`src/rtl/mc_outer_pkg.sv`:
```
// Package: shared field layouts for the outer banking register file.
// Assumes 8-bit CPU data and four register slots selected by address bits 1:0.
package mc_outer_pkg;
    localparam int DATA_W   = 8;
    localparam int SLOT_MODE  = 0;
    localparam int SLOT_OUTER = 1;
    localparam int SLOT_CHR   = 2;
    localparam int SLOT_VOID  = 3;

    typedef struct packed {
        logic       lock;
        logic       pad_read;
        logic [1:0] spare_hi;
        logic       chr_fixed;
        logic       chr_a19;
        logic       prg_a19;
        logic       spare_lo;
    } mode_t;

    typedef struct packed {
        logic       prg_nrom;
        logic       chr_small;
        logic [1:0] chr_outer;
        logic       prg_half;
        logic       prg_small;
        logic [1:0] prg_outer;
    } outer_t;

    // Bits of a slot that still accept writes while the lock is set.
    function automatic logic [DATA_W-1:0] keep_mask(input int idx);
        return (idx == SLOT_CHR) ? 8'h03 : 8'h00;
    endfunction

    // Mode slot stores only the bits that have a defined use.
    function automatic logic [DATA_W-1:0] store_mask(input int idx);
        return (idx == SLOT_MODE) ? 8'hCE : 8'hFF;
    endfunction
endpackage

```
`src/rtl/mc_wr_decode.sv`:
```
// Module: write decoder. Turns a qualified CPU write inside the
// $6000-$7FFF window into a one-hot slot strobe.
// Assumes the window is identified by the top three address bits being 011.
module mc_wr_decode #(
    parameter int ADDR_W  = 16,
    parameter int REG_CNT = 4
) (
    input  logic [ADDR_W-1:0]  addr,
    input  logic               we,
    input  logic               sel,
    output logic [REG_CNT-1:0] hit
);
    localparam int SEL_W = $clog2(REG_CNT);

    logic in_window;
    logic unused_addr;

    // Window match on the upper address bits.
    assign in_window   = (addr[ADDR_W-1 -: 3] == 3'b011);
    assign unused_addr = ^addr[ADDR_W-4:SEL_W];

    // One-hot slot strobe for the qualified write.
    always_comb begin
        hit = '0;
        if (we && sel && in_window)
            hit[addr[SEL_W-1:0]] = 1'b1;
    end
endmodule

```
`src/rtl/mc_cfg_slot.sv`:
```
// Module: one configuration register slot with lock handling.
// Bits in KEEP stay writable while locked; bits outside STORE read as zero.
module mc_cfg_slot #(
    parameter int               W     = 8,
    parameter logic [W-1:0]     KEEP  = '0,
    parameter logic [W-1:0]     STORE = '1
) (
    input  logic         clk,
    input  logic         rst_n,
    input  logic         wr,
    input  logic         locked,
    input  logic [W-1:0] d,
    output logic [W-1:0] q
);
    logic [W-1:0] next_q;

    // Next value: all stored bits when open, only KEEP bits when locked.
    always_comb begin
        if (locked)
            next_q = (q & ~KEEP) | (d & KEEP & STORE);
        else
            next_q = d & STORE;
    end

    // Slot register with synchronous active-low reset.
    always_ff @(posedge clk) begin
        if (!rst_n)
            q <= '0;
        else if (wr)
            q <= next_q;
    end
endmodule

```
`src/rtl/mc_read_mux.sv`:
```
// Module: CPU read path for the program window. Passes ROM data, or
// overlays the board strap on the low bits when readback is selected.
// Assumes the program window is any address with the top bit set.
module mc_read_mux #(
    parameter int DATA_W  = 8,
    parameter int STRAP_W = 2
) (
    input  logic              addr_top,
    input  logic              we,
    input  logic              pad_sel,
    input  logic [DATA_W-1:0] rom_rdata,
    input  logic [STRAP_W-1:0] strap,
    output logic [DATA_W-1:0] rdata,
    output logic              oe
);
    // Drive only on reads of the program window; zero otherwise.
    always_comb begin
        oe    = addr_top && !we;
        rdata = '0;
        if (oe) begin
            rdata = rom_rdata;
            if (pad_sel)
                rdata[STRAP_W-1:0] = strap;
        end
    end
endmodule

```
`src/rtl/mc_outer_regs.sv`:
```
// Module: outer banking register file top. Decodes window writes into
// the slots, derives the lock from the mode slot, and drives the fields.
// Assumes the inner controller and ROM sit outside this block.
module mc_outer_regs #(
    parameter int ADDR_W  = 16,
    parameter int STRAP_W = 2,
    parameter int REG_CNT = 4
) (
    input  logic               clk,
    input  logic               rst_n,
    input  logic [ADDR_W-1:0]  cpu_addr,
    input  logic [7:0]         cpu_wdata,
    input  logic               cpu_we,
    input  logic               cpu_sel,
    input  logic [7:0]         rom_rdata,
    input  logic [STRAP_W-1:0] pad_strap,
    output logic [7:0]         cpu_rdata,
    output logic               cpu_rdata_oe,
    output logic               cfg_prg_a19,
    output logic               cfg_chr_a19,
    output logic               cfg_chr_fixed,
    output logic               cfg_pad_read,
    output logic               cfg_locked,
    output logic [1:0]         cfg_prg_outer,
    output logic               cfg_prg_small,
    output logic               cfg_prg_half,
    output logic [1:0]         cfg_chr_outer,
    output logic               cfg_chr_small,
    output logic               cfg_prg_nrom,
    output logic [7:0]         cfg_chr_bank
);
    import mc_outer_pkg::*;

    logic [REG_CNT-1:0] wr_hit;
    logic [DATA_W-1:0]  slot_q [REG_CNT];
    logic               lock_q;
    mode_t              mode_f;
    outer_t             outer_f;

    mc_wr_decode #(.ADDR_W(ADDR_W), .REG_CNT(REG_CNT)) u_dec (
        .addr (cpu_addr),
        .we   (cpu_we),
        .sel  (cpu_sel),
        .hit  (wr_hit)
    );

    // One storing slot per defined register; the void slot discards writes.
    for (genvar i = 0; i < REG_CNT; i++) begin : g_slot
        if (i == SLOT_VOID) begin : g_void
            logic unused_void;
            assign unused_void = wr_hit[i];
            assign slot_q[i]   = '0;
        end else begin : g_store
            mc_cfg_slot #(
                .W     (DATA_W),
                .KEEP  (keep_mask(i)),
                .STORE (store_mask(i))
            ) u_slot (
                .clk    (clk),
                .rst_n  (rst_n),
                .wr     (wr_hit[i]),
                .locked (lock_q),
                .d      (cpu_wdata),
                .q      (slot_q[i])
            );
        end
    end

    // Field views of the stored slots.
    assign mode_f  = mode_t'(slot_q[SLOT_MODE]);
    assign outer_f = outer_t'(slot_q[SLOT_OUTER]);
    assign lock_q  = mode_f.lock;

    mc_read_mux #(.DATA_W(DATA_W), .STRAP_W(STRAP_W)) u_rd (
        .addr_top  (cpu_addr[ADDR_W-1]),
        .we        (cpu_we),
        .pad_sel   (mode_f.pad_read),
        .rom_rdata (rom_rdata),
        .strap     (pad_strap),
        .rdata     (cpu_rdata),
        .oe        (cpu_rdata_oe)
    );

    // Output field fan-out.
    assign cfg_prg_a19   = mode_f.prg_a19;
    assign cfg_chr_a19   = mode_f.chr_a19;
    assign cfg_chr_fixed = mode_f.chr_fixed;
    assign cfg_pad_read  = mode_f.pad_read;
    assign cfg_locked    = lock_q;
    assign cfg_prg_outer = outer_f.prg_outer;
    assign cfg_prg_small = outer_f.prg_small;
    assign cfg_prg_half  = outer_f.prg_half;
    assign cfg_chr_outer = outer_f.chr_outer;
    assign cfg_chr_small = outer_f.chr_small;
    assign cfg_prg_nrom  = outer_f.prg_nrom;
    assign cfg_chr_bank  = slot_q[SLOT_CHR];
endmodule

```
`config.mk`:
```
export PLATFORM = sky130hd
export DESIGN_NAME = mc_outer_regs
export DESIGN_NICKNAME = d
export VERILOG_FILES = /design/src/rtl/mc_outer_pkg.sv /design/src/rtl/mc_wr_decode.sv /design/src/rtl/mc_cfg_slot.sv /design/src/rtl/mc_read_mux.sv /design/src/rtl/mc_outer_regs.sv
export SDC_FILE = /design/constraint.sdc
export NUM_CORES = 1
export LEC_CHECK = 0
export ABC_AREA = 1
export CORE_UTILIZATION = 38
export CTS_CLUSTER_SIZE = 40
export DETAILED_ROUTE_END_ITERATION = 8
export PLACE_DENSITY = 0.84
export SYNTH_ARGS = -nofsm -noshare
export SYNTH_HDL_FRONTEND = slang
export SYNTH_SLANG_ARGS = --single-unit
```
`constraint.sdc`:
```
create_clock -name clk -period 3.1 [get_ports clk]
set_clock_uncertainty 0.2 [all_clocks]
set_input_delay 0.465 -clock clk [delete_from_list [all_inputs] [get_ports clk]]
set_output_delay 0.465 -clock clk [all_outputs]
set_load 0.02 [all_outputs]
```
==> results of run 1 <==
==> Yosys cell counts <==
master and n:
nand4_4 1, inv_1 37, nand2_1 40, clkbuf_1 2
nand3_1 12, nand4_1 11, nor2_2 1, nor2_4 2
nor2_1 19, dfxtp_1 21, buf_4 2, inv_2 2
buf_1 1, a21oi_1 13
==> routing by layer <==
metal  vias to the layer above  track usage [%]  wire length (um)
li1                        611                -                 -
met4                         0             6.41                17
met3                         2             3.33               121
met2                        32             32.9              1220
met5                         -                0                 0
met1                       481             26.0              1180
==> cells by family (layout without fill, tap and decap cells) <==
| family | after synthesis | in the layout | share of synthesized area (%) |
|---|---|---|---|
| AOI/OAI and AO/OA | 13 | 13 | 6.15 |
| and+or+nand+nor | 86 | 86 | 37.8 |
| DFF | 21 | 21 | 39.7 |
| buffers and inverters | 44 | 100 | 16.3 |
==> power groups by stage <==
| stage | Sequential, uW | Clock, uW | Combinational [uW] |
|---|---|---|---|
| floorplan | 280 | 0 | 34.5 |
| global placement | 278 | 0 | 89.4 |
| detailed placement | 278 | 0 | 90.2 |
| CTS | 272 | 138 | 90.6 |
| global route | 272 | 152 | 99.0 |
| finish | 272 | 131 | 90.1 |
==> path summary, 6_finish.rpt <==
check,endpoint,start,depth (start not counted),slack (ns)
worst max-delay path,cpu_rdata[4],cpu_addr[15],6,0.42
worst min-delay path,g_slot[1].g_store.u_slot.q[5],g_slot[1].g_store.u_slot.q[5],2,0.27
worst max register to register,g_slot[1].g_store.u_slot.q[0],g_slot[0].g_store.u_slot.q[7],6,1.52
worst min register to register,g_slot[1].g_store.u_slot.q[5],g_slot[1].g_store.u_slot.q[5],2,0.27
==> stage by stage <==
step,cells,hold WS [ns],power [uW]
floorplan,164,0.337,315
CTS,250,0.277,501
global route,250,0.288,523
global placement,246,0.255,368
detailed placement,246,0.254,368
finish,250,0.272,493
==> final cells by class <==
cell class / instances / area [sq um] / share of cell area, %
repair buffers: 57 / 568 / 34.1
multi-input cells: 99 / 465 / 27.9
flip-flops and latches: 21 / 420 / 25.2
inverters: 39 / 146 / 8.79
well taps: 30 / 37.5 / 2.25
clock buffers: 3 / 22.5 / 1.35
clock inverters: 1 / 5.00 / 0.301
==> worst register-to-register path: cells and delay by family (launching register included) <==
kind,cells,cell delay (ns)
AND/OR/NAND/NOR,4,0.64
flip-flops,1,0.35
buffers and inverters,1,0.21
AO/OA/AOI/OAI,1,0.06
==> impl_metrics.csv, run 1 <==
group,metric,value,unit
placed_design,io_buffers,56,
logic_synthesis,syn_nets,202,
floorplan,ioPinCount,68,
clock_network,clkLatencyLatePin,0.30,ns
worst_setup_path,critical-path-max-stage-delay,0.64,ns
clock_network,cts.sinks,21,
worst_setup_path,critPathArrivalTime,2.01,ns
finish,drive_gt1_share,5.00,%
sta,hold_violations,0,
sta,final-setup-viol-count,0,
finish,top_regs,"g_slot.g_store.u_slot.q: 21 flops",
sta,fin_crit_sh,86.4,%
clock_network,htree_levels,1,
outcome,status,"completed",
drt,vias,1126,
floorplan,core_area,0.00254,sq mm
sta,finalMaxSlewViolations,0,
grt,grt_pass1_wl,4330,um
clock_network,numCtsBuffers,3,
finish,fill_cells,251,
drt,drt_first_pass_iters,4,
clock_network,cts.path.max_buffers,2,
power_and_ir_drop,pwr-share-clk,26.6,%
power_and_ir_drop,power_frac_comb,18.3,%
drt,drt_iter0_drc,32,
grt,grt_overflow,0,
floorplan,die_x,54.8,um
sta,finalWorstSetupSlack,0.423,ns
logic_synthesis,synth_area,0.00106,sq mm
sta,fmax,0.374,GHz
finish,final_area,0.00167,sq mm
sta,tightest_slew,0.376,ns
worst_setup_path,cp-end-kind,"output pin",
finish,fin_util,65.4,%
worst_setup_path,crit_buf_inv,4,
placed_design,hpwl,1960,um
sta,finalCriticalPeriod,2.68,ns
power_and_ir_drop,power_per_cell_area,296,mW/mm^2
floorplan,fp-row-count,18,
placed_design,place_ws,0.409,ns
finish,final_cell_mix,"clkdlybuf4s50_1 (56), nand2_1 (40), inv_1 (37), dfxtp_1 (21), nor2_1 (19)",
finish,largest_reg_flops,21,
drt,routedWlPerCell,10.1,um
worst_setup_path,cp_max_fo,8,
floorplan,start_util,41.6,%
clock_network,cts_hold_buf,0,
clock_network,ctsResizeCount,0,
drt,drc,0,
logic_synthesis,syn_inst,164,
logic_synthesis,yosysTopAreaCellShare,39.7,%
grt,grt_pass1_vias,997,
run,maxCapViolations,0,
worst_setup_path,cp_cell_sequence,"clkdlybuf4s50_1 -> inv_1 -> nor2_1 -> inv_1 -> nor2_1 -> clkdlybuf4s50_1",
power_and_ir_drop,swShare,25.6,%
worst_setup_path,crit_slowest_cell,"clkdlybuf4s50_1",
logic_synthesis,synth.avg_cell_area,6.45,sq um
logic_synthesis,yosysSeqAreaShare,39.7,%
power_and_ir_drop,p_int,367,uW
grt,grt_max_degree,16,
logic_synthesis,yosys_warnings,0,
grt,antenna_found_initial,0,
clock_network,cts_tree,"yes",
worst_hold_path,hp-class,"reg -> reg",
drt,wirelength,2540,um
logic_synthesis,synth_area_leaders,"dfxtp_1 (40%), nand2_1 (14%), inv_1 (13%)",
sta,slew-limit-headroom,74.9,%
clock_network,root_buffer,"clkbuf_4",
placed_design,gp_congestion,0.745,
worst_setup_path,crit_family,"buffers and inverters",
logic_synthesis,yosysTopAreaCell,"dfxtp_1",
sta,rsz0062_at_grt,"no",
power_and_ir_drop,leakage,0.000712,uW
floorplan,die_h,54.8,um
finish,syn2layout_area_growth,57.3,%
finish,mostFrequentLayoutCell,"clkdlybuf4s50_1",
placed_design,dpl_cell_area,0.00164,sq mm
finish,nNetsFinal,259,
worst_setup_path,crit_required,2.43,ns
logic_synthesis,synth.distinct_cells,14,
finish,regMostFlops,"g_slot.g_store.u_slot.q",
power_and_ir_drop,power_switching,126,uW
grt,globalRouteTotalUtil,19.9,%
logic_synthesis,ys_ff_latch,21,
power_and_ir_drop,seqPwrFrac,55.2,%
clock_network,cts_setup_buffers,0,
worst_setup_path,start_kind,"input pin",
drt,ant_nets,0,
floorplan,die-area,0.00300,sq mm
worst_setup_path,crit_type,"in -> out",
finish,diodes,0,
power_and_ir_drop,vdd_ir_drop_max,320,uV
drt,vias_per_cell,4.50,
sta,fin_tns_setup,0,ns
clock_network,clk_pin_slew,0.11,ns
Power figures use the tool's default switching activity.
==> run 2, diff against run 1 <==
--- a/config.mk
+++ b/config.mk
@@ -5,11 +5,10 @@
 export SDC_FILE = /design/constraint.sdc
 export NUM_CORES = 1
 export LEC_CHECK = 0
-export ABC_AREA = 1
-export CORE_UTILIZATION = 38
+export CORE_UTILIZATION = 36
 export CTS_CLUSTER_SIZE = 40
 export DETAILED_ROUTE_END_ITERATION = 8
-export PLACE_DENSITY = 0.84
+export PLACE_DENSITY = 0.85
 export SYNTH_ARGS = -nofsm -noshare
 export SYNTH_HDL_FRONTEND = slang
 export SYNTH_SLANG_ARGS = --single-unit
==> run 2 against run 1 <==
  * Synthesized area down 15%
  * Global-route usage down 2.3 points
  * Via count down 22%
  * Worst hold slack worse by 0.0061 ns
==> impl_metrics.csv, run 2 <==
group,metric,value,unit
drt,vias,877,
grt,globalRouteTotalUtil,17.6,%
finish,top_regs,"g_slot.g_store.u_slot.q: 21 flops",
finish,drive_gt1_share,4.55,%
drt,wirelength,2200,um
clock_network,cts.sinks,21,
drt,drc,0,
outcome,status,"completed",
worst_setup_path,crit_family,"buffers and inverters",
drt,vias_per_cell,4.82,
logic_synthesis,synth_edf_count,0,
logic_synthesis,syn_inst,96,
power_and_ir_drop,power_frac_comb,15.9,%
clock_network,cts_tree,"yes",
floorplan,start_util,39.4,%
power_and_ir_drop,leakage,0.000614,uW
logic_synthesis,synth_flop_cell,"dfxtp_1",
finish,diodes,0,
floorplan,core_area,0.00230,sq mm
drt,drt_first_pass_iters,4,
logic_synthesis,yosysTopAreaCellShare,46.5,%
power_and_ir_drop,swShare,22.8,%
sta,finalCriticalPeriod,2.80,ns
finish,syn2layout_area_growth,68.3,%
grt,grt_pass1_vias,792,
logic_synthesis,synth_area_leaders,"dfxtp_1 (46%), mux2i_1 (24%), nand2_1 (13%)",
finish,regMostFlops,"g_slot.g_store.u_slot.q",
power_and_ir_drop,power_per_cell_area,312,mW/mm^2
sta,rsz0062_at_grt,"no",
placed_design,gp_congestion,0.671,
clock_network,htree_levels,1,
floorplan,die_x,52.1,um
worst_setup_path,crit_required,2.43,ns
worst_hold_path,hp-class,"reg -> reg",
worst_hold_path,hold_depth,2,
worst_setup_path,start_kind,"input pin",
sta,fin_tns_setup,0,ns
clock_network,cts_hold_buf,0,
placed_design,io_buffers,56,
worst_hold_path,min-delay-start,"g_slot[2].g_store.u_slot.q[7]",
worst_setup_path,crit_buf_inv,3,
clock_network,clkLatencyLatePin,0.29,ns
drt,drt_iter0_drc,8,
clock_network,ctsResizeCount,0,
clock_network,root_buffer,"clkbuf_4",
sta,final-setup-viol-count,0,
floorplan,die-area,0.00272,sq mm
logic_synthesis,syn_nets,134,
grt,grt_pass1_wl,3470,um
power_and_ir_drop,vdd_ir_drop_max,236,uV
finish,instances_no_fill,182,
worst_setup_path,reg2reg_depth,3,
drt,ant_nets,0,
logic_synthesis,synth.distinct_cells,17,
worst_setup_path,crit_slowest_cell,"clkdlybuf4s50_1",
worst_setup_path,cp_max_fo,7,
grt,antenna_found_initial,0,
power_and_ir_drop,seqPwrFrac,57.1,%
floorplan,ioPinCount,68,
finish,nNetsFinal,193,
clock_network,numCtsBuffers,3,
power_and_ir_drop,p_int,367,uW
worst_setup_path,cp_cell_sequence,"clkdlybuf4s50_1 -> or2b_1 -> inv_1 -> and2_1 -> clkdlybuf4s50_1",
logic_synthesis,yosysTopAreaCell,"dfxtp_1",
worst_setup_path,critPathArrivalTime,2.13,ns
clock_network,clk_pin_slew,0.11,ns
worst_setup_path,crit_type,"in -> out",
finish,mostFrequentLayoutCell,"clkdlybuf4s50_1",
finish,fill_cells,195,
clock_network,cts_setup_buffers,0,
sta,finalMaxSlewViolations,0,
clock_network,cts.path.max_buffers,2,
worst_setup_path,timing.rr.start,"g_slot[0].g_store.u_slot.q[7]",
logic_synthesis,async_flop_share,0,%
worst_setup_path,cp-end-kind,"output pin",
finish,largest_reg_flops,21,
power_and_ir_drop,power_switching,108,uW
logic_synthesis,ys_ff_latch,21,
power_and_ir_drop,pwr-share-clk,27.1,%
worst_setup_path,crit_top_cell,"clkdlybuf4s50_1",
sta,fmax,0.357,GHz
floorplan,fp-row-count,17,
worst_setup_path,critical-path-max-stage-delay,0.60,ns
logic_synthesis,synth_most_common_cell,"nand2_1",
logic_synthesis,yosysSeqAreaShare,46.5,%
grt,grt_overflow,0,
logic_synthesis,synth_area,905,sq um
run,maxCapViolations,0,
sta,slew-limit-headroom,68.6,%
worst_setup_path,timing.reg2reg.setup_slack,1.54,ns
placed_design,place_inst,178,
sta,hold_violations,0,
placed_design,hpwl,1760,um
sta,tightest_slew,0.469,ns
worst_hold_path,whs_endpoint,"g_slot[2].g_store.u_slot.q[7]",
floorplan,die_h,52.1,um
sta,fin_crit_sh,90.3,%
worst_setup_path,r2r-end,"g_slot[1].g_store.u_slot.q[5]",
drt,routedWlPerCell,12.1,um
finish,final_cell_mix,"clkdlybuf4s50_1 (56), nand2_1 (31), mux2i_1 (22), dfxtp_1 (21), and2_1 (6)",
logic_synthesis,synth_common_cells,"nand2_1 (31), mux2i_1 (22), dfxtp_1 (21)",
logic_synthesis,yosys_warnings,0,
logic_synthesis,synth.avg_cell_area,9.42,sq um
grt,grt_max_degree,30,
-- run 2: cell families after synthesis --
kind of cell,count (synthesis),share of synthesized area [%]
AO/OA/AOI/OAI,1,0.553
buffers and inverters,4,1.66
flip-flops,21,46.5
multiplexers,22,24.3
AND/OR/NAND/NOR,48,27.0
-- run 2: tightest hold or removal path, cell delays in order, from the launching register on --
cell	delay (ns)
dfxtp_1	0.33
nand2_1	0.05
mux2i_1	0.05
-- run 2: routing by layer --
layer	GRT usage (%)	part of all wire, %
met5	0	0
met4	6.58	0.18
met3	4.97	9.4
met2	30.1	47
met1	20.7	43
-- run 2: worst max-delay path by stage --
stage	from	cells after the start	to	slack, ns
after floorplan	cpu_addr[15]	3	cpu_rdata[2]	1.25
after global placement	cpu_addr[15]	5	cpu_rdata[6]	0.33
after detailed placement	cpu_addr[15]	5	cpu_rdata[2]	0.30
after CTS	cpu_addr[15]	5	cpu_rdata[2]	0.29
after global routing	cpu_addr[15]	5	cpu_rdata[5]	0.23
final	cpu_addr[15]	5	cpu_rdata[2]	0.30
-- run 2: power groups by stage --
| stage | logic, uW | clock network (uW) | registers (uW) |
|---|---|---|---|
| floorplan | 25.7 | 0 | 279 |
| global placement | 74.2 | 0 | 278 |
| detailed placement | 75.8 | 0 | 278 |
| CTS | 76.2 | 134 | 272 |
| global route | 81.2 | 143 | 272 |
| finish | 75.6 | 129 | 272 |
-- run 2: area by class of cell --
class | instances | area, sq um | share of cell area, %
repair buffers | 57 | 568 | 37.3
flip-flops and latches | 21 | 420 | 27.6
clock buffers | 4 | 26.3 | 1.73
well taps | 28 | 35.0 | 2.30
inverters | 1 | 3.75 | 0.247
multi-input cells | 71 | 469 | 30.8
-- run 2: through the flow --
step                      setup WS, ns  total power [uW]  util [%]  area [sq um]  hold WS [ns]
after global placement           0.333               352      65.1          1500         0.247
after floorplan                   1.25               305         -           905         0.333
after detailed placement         0.298               353      65.1          1500         0.247
final                            0.302               476      66.3          1520         0.266
after CTS                        0.292               482      66.3          1520         0.270
after global routing             0.227               496      66.3          1520         0.293
==> run 3, diff against run 2 <==
--- a/config.mk
+++ b/config.mk
@@ -8,6 +8,7 @@
 export CORE_UTILIZATION = 36
 export CTS_CLUSTER_SIZE = 40
 export DETAILED_ROUTE_END_ITERATION = 8
+export GPL_TIMING_DRIVEN = 0
 export PLACE_DENSITY = 0.85
 export SYNTH_ARGS = -nofsm -noshare
 export SYNTH_HDL_FRONTEND = slang
==> run 3 against run 2 <==
  * Design area shrank 0.33%
  * Global-route usage grew 1.4 points
  * Sequential power is essentially flat
  * Clock power is essentially flat
  * Via count grew 0.23%
  * Sequential share of layout area grew 0.091 points
  * Final cell count grew 0.55%
  * Routed wire length grew 9.9%
==> impl_metrics.csv, run 3 (synthesis results as in run 2) <==
group,metric,value,unit
power_and_ir_drop,power_frac_comb,15.9,%
grt,grt_pass1_wl,3660,um
worst_hold_path,hold_depth,2,
floorplan,core_area,0.00230,sq mm
grt,grt_overflow,0,
floorplan,ioPinCount,68,
finish,final_cell_mix,"clkdlybuf4s50_1 (55), nand2_1 (31), mux2i_1 (22), dfxtp_1 (21), and2_1 (6)",
power_and_ir_drop,swShare,23.3,%
power_and_ir_drop,pwr-share-clk,27.0,%
placed_design,gp_congestion,0.739,
worst_setup_path,critPathArrivalTime,2.12,ns
drt,drt_iter0_drc,6,
clock_network,clk_pin_slew,0.10,ns
clock_network,cts.path.max_buffers,2,
worst_setup_path,reg2reg_depth,3,
clock_network,ctsResizeCount,0,
floorplan,die_x,52.1,um
power_and_ir_drop,power_switching,111,uW
clock_network,cts_hold_buf,0,
drt,vias_per_cell,4.80,
grt,grt_pass1_vias,859,
sta,tightest_slew,0.475,ns
power_and_ir_drop,power_per_cell_area,313,mW/mm^2
power_and_ir_drop,vdd_ir_drop_max,217,uV
placed_design,hpwl,1940,um
drt,drt_first_pass_iters,3,
power_and_ir_drop,leakage,0.000612,uW
run,maxCapViolations,0,
drt,vias,879,
clock_network,numCtsBuffers,3,
finish,nNetsFinal,194,
sta,slew-limit-headroom,68.2,%
sta,rsz0062_at_grt,"no",
finish,largest_reg_flops,21,
worst_setup_path,crit_required,2.43,ns
floorplan,start_util,39.4,%
grt,antenna_found_initial,0,
floorplan,die_h,52.1,um
drt,routedWlPerCell,13.2,um
finish,fin_util,66.1,%
finish,mostFrequentLayoutCell,"clkdlybuf4s50_1",
finish,syn2layout_area_growth,67.8,%
finish,diodes,0,
clock_network,cts.sinks,21,
drt,ant_nets,0,
worst_hold_path,hp-class,"reg -> reg",
power_and_ir_drop,seqPwrFrac,57.1,%
power_and_ir_drop,fin_total_pwr,475,uW
worst_setup_path,start_kind,"input pin",
outcome,status,"completed",
worst_setup_path,cp-end-kind,"output pin",
placed_design,io_buffers,55,
finish,top_regs,"g_slot.g_store.u_slot.q: 21 flops",
sta,final-setup-viol-count,0,
sta,fin_tns_setup,0,ns
clock_network,htree_levels,1,
finish,drive_gt1_share,4.52,%
finish,fill_cells,208,
sta,fin_crit_sh,90.0,%
worst_setup_path,cp_max_fo,7,
worst_setup_path,crit_type,"in -> out",
power_and_ir_drop,p_int,364,uW
drt,drc,0,
grt,grt_max_degree,13,
placed_design,dpl_cell_area,0.00149,sq mm
sta,finalMaxSlewViolations,0,
floorplan,fp-row-count,17,
drt,wirelength,2420,um
sta,hold_violations,0,
floorplan,die-area,0.00272,sq mm
grt,globalRouteTotalUtil,19.0,%
clock_network,cts_setup_buffers,0,
clock_network,root_buffer,"clkbuf_4",
clock_network,cts_tree,"yes",
finish,regMostFlops,"g_slot.g_store.u_slot.q",
sta,finalCriticalPeriod,2.79,ns
clock_network,clkLatencyLatePin,0.30,ns
sta,fmax,0.359,GHz
finish,final_area,0.00152,sq mm
run 3: cell types whose count changed in the layout (fill, tap and decap cells not counted):
| cell | previous run | this run |
|---|---|---|
| clkdlybuf4s50_1 | 56 | 55 |
| buf_1 | 0 | 1 |
| clkbuf_1 | 1 | 2 |
| buf_4 | 1 | 0 |
| clkinv_2 | 0 | 1 |
run 3: power groups by stage:
| stage | Combinational (uW) | Clock (uW) | Sequential (uW) |
|---|---|---|---|
| 3_5_place_dp | 75.6 | 0 | 278 |
| 4_1_cts | 75.9 | 133 | 272 |
| 6_report | 75.4 | 128 | 271 |
| 3_3_place_gp | 73.7 | 0 | 278 |
| 2_1_floorplan | 25.7 | 0 | 279 |
| 5_1_grt | 80.8 | 144 | 272 |
run 3: worst max-delay path, stage by stage:
cell and delay (ns):
clkdlybuf4s50_1 0.51, or2b_1 0.27, inv_1 0.13, and2_1 0.14
clkdlybuf4s50_1 0.60
run 3: routing by layer:
metal  GRT usage [%]  wire (um)  up-vias
met5               0          0        -
met4            11.8         40        0
met3            6.73        232        5
met2            34.0       1160       43
met1            18.3        989      392
li1                -          -      439
run 3: cell type report:
cell class | count | area [sq um] | area share (%)
plain buffers | 3 | 11.3 | 0.742
clock inverters | 1 | 5.00 | 0.330
repair buffers | 55 | 551 | 36.3
well taps | 28 | 35.0 | 2.31
clock buffers | 3 | 22.5 | 1.48
inverters | 1 | 3.75 | 0.247
multi-input cells | 71 | 469 | 30.9
flip-flops and latches | 21 | 420 | 27.7
run 3: per-stage QoR:
step	hold slack, ns	std cells	setup WS (ns)
final	0.266	183	0.311
after global routing	0.292	183	0.232
after CTS	0.270	183	0.300
after detailed placement	0.247	179	0.301
after global placement	0.248	179	0.333
after floorplan	0.333	96	1.25
run 3: final timing paths:
path,start,endpoint,slack (ns)
worst max-delay path,cpu_addr[15],cpu_rdata[6],0.31
worst max register to register,g_slot[0].g_store.u_slot.q[7],g_slot[1].g_store.u_slot.q[5],1.53
worst min register to register,g_slot[2].g_store.u_slot.q[7],g_slot[2].g_store.u_slot.q[7],0.27
worst min-delay path,g_slot[2].g_store.u_slot.q[7],g_slot[2].g_store.u_slot.q[7],0.27
